## config.mk

```make
export PLATFORM = sky130hd
export DESIGN_NAME = hw_semaphore
export DESIGN_NICKNAME = d
export VERILOG_FILES = /design/src/rtl/hw_semaphore_pkg.sv /design/src/rtl/hw_semaphore_decode.sv /design/src/rtl/hw_semaphore_cell.sv /design/src/rtl/hw_semaphore_rdata.sv /design/src/rtl/hw_semaphore.sv
export SDC_FILE = /design/constraint.sdc
export NUM_CORES = 1
export LEC_CHECK = 0
export CORE_AREA = 2 2 39 41
export CTS_BUF_LIST = sky130_fd_sc_hd__clkbuf_8
export DETAILED_ROUTE_END_ITERATION = 10
export DIE_AREA = 0 0 41 43
export SLEW_MARGIN = 20
export SYNTH_ARGS = -nofsm -noshare
export SYNTH_HDL_FRONTEND = slang
export SYNTH_SLANG_ARGS = --single-unit
```

## constraint.sdc

```tcl
create_clock -name clk -period 1.05 [get_ports clk]
set_clock_uncertainty 0.2 [all_clocks]
set_input_delay 0.1575 -clock clk [delete_from_list [all_inputs] [get_ports clk]]
set_output_delay 0.1575 -clock clk [all_outputs]
set_load 0.1 [all_outputs]
```

## src/rtl/hw_semaphore_pkg.sv

```systemverilog
package hw_semaphore_pkg;

    localparam int unsigned SEM_ADDR_W   = 8;
    localparam int unsigned SEM_DATA_W   = 8;
    localparam logic [7:0]  SEM_STATUS_OFS = 8'h08;
    localparam int unsigned SEM_LOCK_BIT = 0;

    // Decoded bus command for one cycle
    typedef struct packed {
        logic rd_any;    // any qualified read strobe
        logic rd_hit;    // qualified read at the status offset
        logic release_q; // qualified write at the status offset carrying a 1 in the lock bit
    } sem_cmd_t;

    typedef enum logic {
        SEM_FREE = 1'b0,
        SEM_TAKEN = 1'b1
    } sem_state_e;

    function automatic logic lock_field(input logic [SEM_DATA_W-1:0] word);
        return word[SEM_LOCK_BIT];
    endfunction

endpackage

```

## src/rtl/hw_semaphore_decode.sv

```systemverilog
module hw_semaphore_decode
    import hw_semaphore_pkg::*;
#(
    parameter int unsigned ADDR_W = SEM_ADDR_W,
    parameter int unsigned DATA_W = SEM_DATA_W,
    parameter logic [ADDR_W-1:0] STATUS_OFS = ADDR_W'(SEM_STATUS_OFS)
) (
    input  logic [ADDR_W-1:0] addr,
    input  logic [DATA_W-1:0] wdata,
    input  logic              wr_en,
    input  logic              rd_en,
    output sem_cmd_t          cmd
);

    logic at_status;

    always_comb begin
        at_status     = (addr == STATUS_OFS);
        cmd.rd_any    = rd_en;
        cmd.rd_hit    = rd_en & at_status;
        cmd.release_q = wr_en & at_status & lock_field(wdata);
    end

endmodule

```

## src/rtl/hw_semaphore_cell.sv

```systemverilog
module hw_semaphore_cell
    import hw_semaphore_pkg::*;
(
    input  logic     clk,
    input  logic     rst,
    input  sem_cmd_t cmd,
    output logic     held,
    output logic     read_view
);

    sem_state_e state_q;
    sem_state_e state_d;

    // The release is applied before the read, so a colliding read sees a free lock
    always_comb begin
        read_view = (state_q == SEM_TAKEN) & ~cmd.release_q;
        state_d   = state_q;
        if (cmd.release_q) state_d = SEM_FREE;
        if (cmd.rd_hit)    state_d = SEM_TAKEN;
    end

    always_ff @(posedge clk) begin
        if (rst) state_q <= SEM_FREE;
        else     state_q <= state_d;
    end

    assign held = (state_q == SEM_TAKEN);

    // a status read always leaves the lock taken
    assert_read_takes_R2: assert property (@(posedge clk) disable iff (rst)
        cmd.rd_hit |=> held);

    // a release with no colliding read frees the lock
    assert_release_frees_R4: assert property (@(posedge clk) disable iff (rst)
        (cmd.release_q && !cmd.rd_hit) |=> !held);

    // no status strobe, no change
    assert_idle_stable_R7: assert property (@(posedge clk) disable iff (rst)
        (!cmd.rd_hit && !cmd.release_q) |=> $stable(held));

endmodule

```

## src/rtl/hw_semaphore_rdata.sv

```systemverilog
module hw_semaphore_rdata
    import hw_semaphore_pkg::*;
#(
    parameter int unsigned DATA_W   = SEM_DATA_W,
    parameter int unsigned LOCK_BIT = SEM_LOCK_BIT
) (
    input  logic              clk,
    input  logic              rst,
    input  sem_cmd_t          cmd,
    input  logic              lock_view,
    output logic [DATA_W-1:0] rdata
);

    logic [DATA_W-1:0] rdata_d;
    logic [DATA_W-1:0] rdata_q;

    for (genvar i = 0; i < DATA_W; i++) begin : g_bit
        if (i == LOCK_BIT) begin : g_lock
            assign rdata_d[i] = cmd.rd_hit & lock_view;
        end else begin : g_zero
            assign rdata_d[i] = 1'b0;
        end
    end

    always_ff @(posedge clk) begin
        if (rst)             rdata_q <= '0;
        else if (cmd.rd_any) rdata_q <= rdata_d;
    end

    assign rdata = rdata_q;

    // only the lock bit may ever read as one
    assert_upper_zero_R8: assert property (@(posedge clk) disable iff (rst)
        $countones(rdata) <= 1 && (rdata == '0 || rdata[LOCK_BIT]));

    // a read elsewhere returns all zeros
    assert_other_read_zero_R7: assert property (@(posedge clk) disable iff (rst)
        (cmd.rd_any && !cmd.rd_hit) |=> (rdata == '0));

endmodule

```

## src/rtl/hw_semaphore.sv

```systemverilog
module hw_semaphore
    import hw_semaphore_pkg::*;
#(
    parameter int unsigned ADDR_W   = SEM_ADDR_W,
    parameter int unsigned DATA_W   = SEM_DATA_W,
    parameter logic [ADDR_W-1:0] STATUS_OFS = ADDR_W'(SEM_STATUS_OFS)
) (
    input  logic              clk,
    input  logic              rst,
    input  logic [ADDR_W-1:0] bus_addr,
    input  logic [DATA_W-1:0] bus_wdata,
    input  logic              bus_wr_en,
    input  logic              bus_rd_en,
    output logic [DATA_W-1:0] bus_rdata,
    output logic              lock_held
);

    sem_cmd_t cmd;
    logic     view;

    hw_semaphore_decode #(
        .ADDR_W(ADDR_W), .DATA_W(DATA_W), .STATUS_OFS(STATUS_OFS)
    ) decode_i (
        .addr(bus_addr), .wdata(bus_wdata), .wr_en(bus_wr_en),
        .rd_en(bus_rd_en), .cmd(cmd)
    );

    hw_semaphore_cell cell_i (
        .clk(clk), .rst(rst), .cmd(cmd), .held(lock_held), .read_view(view)
    );

    hw_semaphore_rdata #(
        .DATA_W(DATA_W), .LOCK_BIT(SEM_LOCK_BIT)
    ) rdata_i (
        .clk(clk), .rst(rst), .cmd(cmd), .lock_view(view), .rdata(bus_rdata)
    );

    // a status read of a held lock with no release returns one
    assert_held_reads_one_R3: assert property (@(posedge clk) disable iff (rst)
        (bus_rd_en && bus_addr == STATUS_OFS && lock_held &&
         !(bus_wr_en && bus_wdata[SEM_LOCK_BIT])) |=> bus_rdata[SEM_LOCK_BIT]);

    // a status read of a free or just-released lock returns zero
    assert_free_reads_zero_R6: assert property (@(posedge clk) disable iff (rst)
        (bus_rd_en && bus_addr == STATUS_OFS &&
         (!lock_held || (bus_wr_en && bus_wdata[SEM_LOCK_BIT]))) |=> !bus_rdata[SEM_LOCK_BIT]);

endmodule

```

After elaboration in Yosys (flattened, before gate mapping) --
Index checks and enable logic that the tools add are counted.
Cells by class: multiply operators 0, shifts and indexed selects 0, divide/modulo/power cells 0, mux-type cells 2, bitwise logic cells 6, reduce and logical (&&, ||, !) cells 1, add/subtract/negate cells 0, equal/unequal tests 1, $lt $le $gt $ge 0
Operator list (count):
- $eq A8 B4 Y1 const B | 1
- $and A1 B1 Y1 | 5
- $mux W1 | 2
- $reduce_bool A2 Y1 | 1
- $not A1 Y1 | 1
Word-level totals: memories kept 0, output and inout port bits 9, bits in writable memories 0, input bits 20, bits in read-only memories 0, latch bits 0, word-level logic and storage cells 12, register bits 2

Longest topological paths before layout --
word-level depth 6, depth in mapped cells 3, gate-level depth less buffers 3

Cells and area by module --
A second synthesis with hierarchy kept.
Unflattened totals: cell total of the unflattened synthesis 22, area, all modules 182.7 µm²
Modules (own cells, without submodules):
- hw_semaphore_rdata | cells an instance 12, area an instance 96.3 µm², instances 1
- hw_semaphore_cell | cells an instance 3, area an instance 43.8 µm², instances 1
- hw_semaphore_decode | cells an instance 7, area an instance 42.5 µm², instances 1

Worst setup path before layout --
OpenSTA, ideal clock, no wires.
kind register to register, start register cell_i.state_q, in the netlist cell_i.held, end register rdata_i.rdata_q[0], in the netlist rdata_i.rdata[0], data arrival time 1.409 ns, stages on the path, launching flop included 4, required time 0.780 ns, buffers on the path 0, path slack -0.629 ns, period minus slack after synthesis 1.679 ns, library setup time 0.070 ns, cell sequence dfxtp_1 -> a21boi_0 -> nand4_1 -> a21oi_1
Between the ends: cells in the longest elaborated chain, start to end 2
RTL lines:
- from (decl) | RTL line hw_semaphore_cell.sv:11 | sem_state_e state_q;
- from (signal assigned) | RTL line hw_semaphore_cell.sv:24 | else state_q <= state_d;
- $and A1 B1 Y1 | RTL line hw_semaphore_cell.sv:16 | read_view = (state_q == SEM_TAKEN) & ~cmd.release_q;
- $and A1 B1 Y1 | RTL line hw_semaphore_rdata.sv:19 | assign rdata_d[i] = cmd.rd_hit & lock_view;
- to (signal assigned) | RTL line hw_semaphore_rdata.sv:27 | else if (cmd.rd_any) rdata_q <= rdata_d;
- to (decl) | RTL line hw_semaphore_rdata.sv:15 | logic [DATA_W-1:0] rdata_q;
No other way between the ends. A chain may end at the register's enable or synchronous reset.

Final worst setup path --
start register cell_i.state_q, in the netlist cell_i.held, end output port lock_held
RTL lines:
- to (decl) | RTL line hw_semaphore.sv:15 | output logic lock_held
No word-level cell between the ends.

==> impl_metrics.csv <==
group,metric,value,unit
timing,rsz0062_at_grt,"true",
timing,slew_violations,0,
global_routing,grt_start_max_net_pins,4,
placement,place_area,349.1,um2
routing,firstDrtPassIters,2,
routing,routed_wl,421,um
placement,io_buffers,14,
setup_path,crit_buf_inv,1,
global_routing,grt.total_usage,5.806,%
clock_tree,cts_inserted_buffers,3,
floorplanning,die_area,1763,um2
routing,wl_per_cell,7.943,um
clock_tree,clk_pin_slew,0.03,ns
setup_path,path_cells,"buf_12",
pwr,powerDensity,1434,nW/um2
clock_tree,hold_buffers,0,
clock_tree,htreeDepth,1,
pwr,ir_worst_vdd,0.0006085,V
global_routing,grt_antenna_before_repair,0,
final_layout,fin_nets,58,
status,status,"finished with violations",
floorplanning,ios,29,
setup_path,worst-setup-path-type,"reg -> out",
floorplanning,die_width,41,um
synth,yosysUniqueCellTypes,12,
status,violations,"setup timing",
clock_tree,cts.sinks,2,
final_layout,layout-drive-gt1-share,43.24,%
timing,period_share,103.9,%
min_path,whs_path_depth,4,
synth,yosys_register_bits,2,
global_routing,grt_pass1_wl,648,um
pwr,p_clk_share,57.0,%
floorplanning,row_count,14,
routing,ant_nets,0,
timing,min_period,1.091,ns
final_layout,syn_to_final_growth,99.34,%
placement,post-place-ws,-0.4829,ns
clock_tree,clk_latency,0.21,ns
global_routing,grt_pass1_vias,184,
clock_tree,cts_tree,"done",
placement,gp_congestion,0.6355,
pwr,swShare,34.98,%
routing,drt_iter0_markers,1,
timing,tns,-0.07023,ns
timing,setup_viol,2,
routing,viasPerCell,3.396,
synth,synthCells,20,
global_routing,grt_overflow_total,0,
floorplanning,coreArea,1384,um2
synth,synth_ff_type,"dfxtp_1",
floorplanning,die_h,43,um
setup_path,end_kind,"output port",
routing,vias,180,
pwr,p_leak,0.1647,nW
setup_path,slowest_stage,"dfxtp_4",
setup_path,path_max_fanout,3,
setup_path,cp-start-kind,"flip-flop",
pwr,cellInternalPower,0.3536,mW
pwr,p_switching,0.1902,mW
synth,synth_edf_count,0,
setup_path,cpPeakStageDelay,0.35,ns
synth,ys_warn_count,0,
setup_path,cp_top_family,"flip-flops",
setup_path,path_depth,1,
synth,syn_avg_cell_area,9.509,um2
pwr,p_comb_share,29.3,%
synth,synth_most_common_cell,"buf_4",
setup_path,required,0.69,ns
setup_path,r2r_cells,3,
min_path,hp-class,"in -> reg",
final_layout,antenna_cells,0,
routing,drcViolationCount,0,
setup_path,cp_data_arrival_time,0.73,ns
synth,netlist_area,190.2,um2
clock_tree,cts_root_buf,"clkbuf_8",
synth,seq_area_frac_synth,21.05,%
synth,synthTopCellsByArea,"buf_4, dfxtp_1, nor4b_4, nor4_4, a21oi_1",
floorplanning,start_util,13.74,%
timing,holdWs,0.06829,ns
synth,synth_top_area_share,27.63,%
pwr,p_seq_share,13.7,%
final_layout,stdcell_area,379.1,um2
job,maxCapViolCount,0,
timing,hold_viol,0,
synth,synth_common_cells,"buf_4, a21oi_1, dfxtp_1",
synth,async_reset_ff_share,0,%
timing,max_freq,0.9162,GHz
clock_tree,cts_buffer_depth,2,
synth,yosys.area.top_type,"buf_4",
timing,worst_slack,-0.04146,ns
[state kept, by name, indices dropped and copies added, names as in the netlist]
signal and count:
cell_i.held 1, rdata_i.rdata 1
[through the flow]
step	utilization, %	power (mW)	std cells
floorplan	-	0.2117	26
global placement	25.23	0.2475	49
detailed placement	25.23	0.2477	49
CTS	27.85	0.5607	53
global route	27.40	0.5805	53
finish	27.40	0.5437	53
[logic make-up (layout without fill, tap and decap cells)]
logic type,Yosys count,count (layout),share of synthesized area [%]
and+or+nand+nor,5,5,32.89
other,1,7,1.972
AOI/OAI and AO/OA,4,4,14.48
buffers and inverters,8,19,29.60
DFF,2,2,21.05
[routing by layer]
metal,part of all wire (%),global-route usage (%),wire [um],vias to the layer above
met5,0,0,0,-
met4,0,4.000,0,0
met3,16,4.712,66,0
met2,48,9.063,201,14
met1,36,4.459,153,75
li1,-,-,-,91
[worst reg2reg max path, cell delays in order (launching register included)]
cell and delay, ns:
dfxtp_4 0.35, a21boi_2 0.14, nand4_1 0.11, a21oi_2 0.14
[worst paths after layout]
path | from | endpoint | slack, ns
max | cell_i.held$_SDFFE_PP0P_ | lock_held | -0.04
min | bus_addr[1] | cell_i.held$_SDFFE_PP0P_ | 0.07
max reg2reg | cell_i.held$_SDFFE_PP0P_ | rdata_i.rdata[0]$_SDFFE_PP0P_ | 0.03
min reg2reg | rdata_i.rdata[0]$_SDFFE_PP0P_ | rdata_i.rdata[0]$_SDFFE_PP0P_ | 0.30
[layout by cell type (no fill, tap or decap)]
cell	count
conb_1	7
clkbuf_8	3
clkbuf_2	3
inv_1	2
dlygate4sd2_1	2
clkdlybuf4s15_1	2
clkdlybuf4s50_1	2
buf_12	2
nor4_4	1
nor4b_4	1
a41o_1	1
nand3_1	1
a21oi_1	1
nand2b_1	1
a21boi_2	1
nand4_1	1
a21oi_2	1
dfxtp_4	1
buf_2	1
clkdlybuf4s15_2	1
dlymetal6s2s_1	1
dfxtp_2	1
[repair_timing]
item / CTS / global route
setup buffers: 0 / 0
pin swaps: 6 / 4
setup endpoints to repair: 4 / 4
gates resized for setup: 17 / 7
[cell type report]
type / count / area, um2
Sequential cell: 2 / 45.04
Clock buffer: 3 / 41.29
Clock inverter: 1 / 3.754
Timing Repair Buffer: 14 / 141.4
Inverter: 1 / 3.754
Multi-Input combinational cell: 16 / 123.9
Tap cell: 16 / 20.02
Fill cell: 154 / 1005
[power by group through the flow]
| stage | registers [mW] | clock network (mW) | logic [mW] |
|---|---|---|---|
| after floorplan | 0.0758 | 0 | 0.136 |
| after global placement | 0.0752 | 0 | 0.172 |
| after detailed placement | 0.0752 | 0 | 0.173 |
| after CTS | 0.0743 | 0.324 | 0.162 |
| after global routing | 0.0742 | 0.340 | 0.166 |
| final | 0.0743 | 0.310 | 0.159 |
No activity file was read; power rests on OpenSTA's default activity.
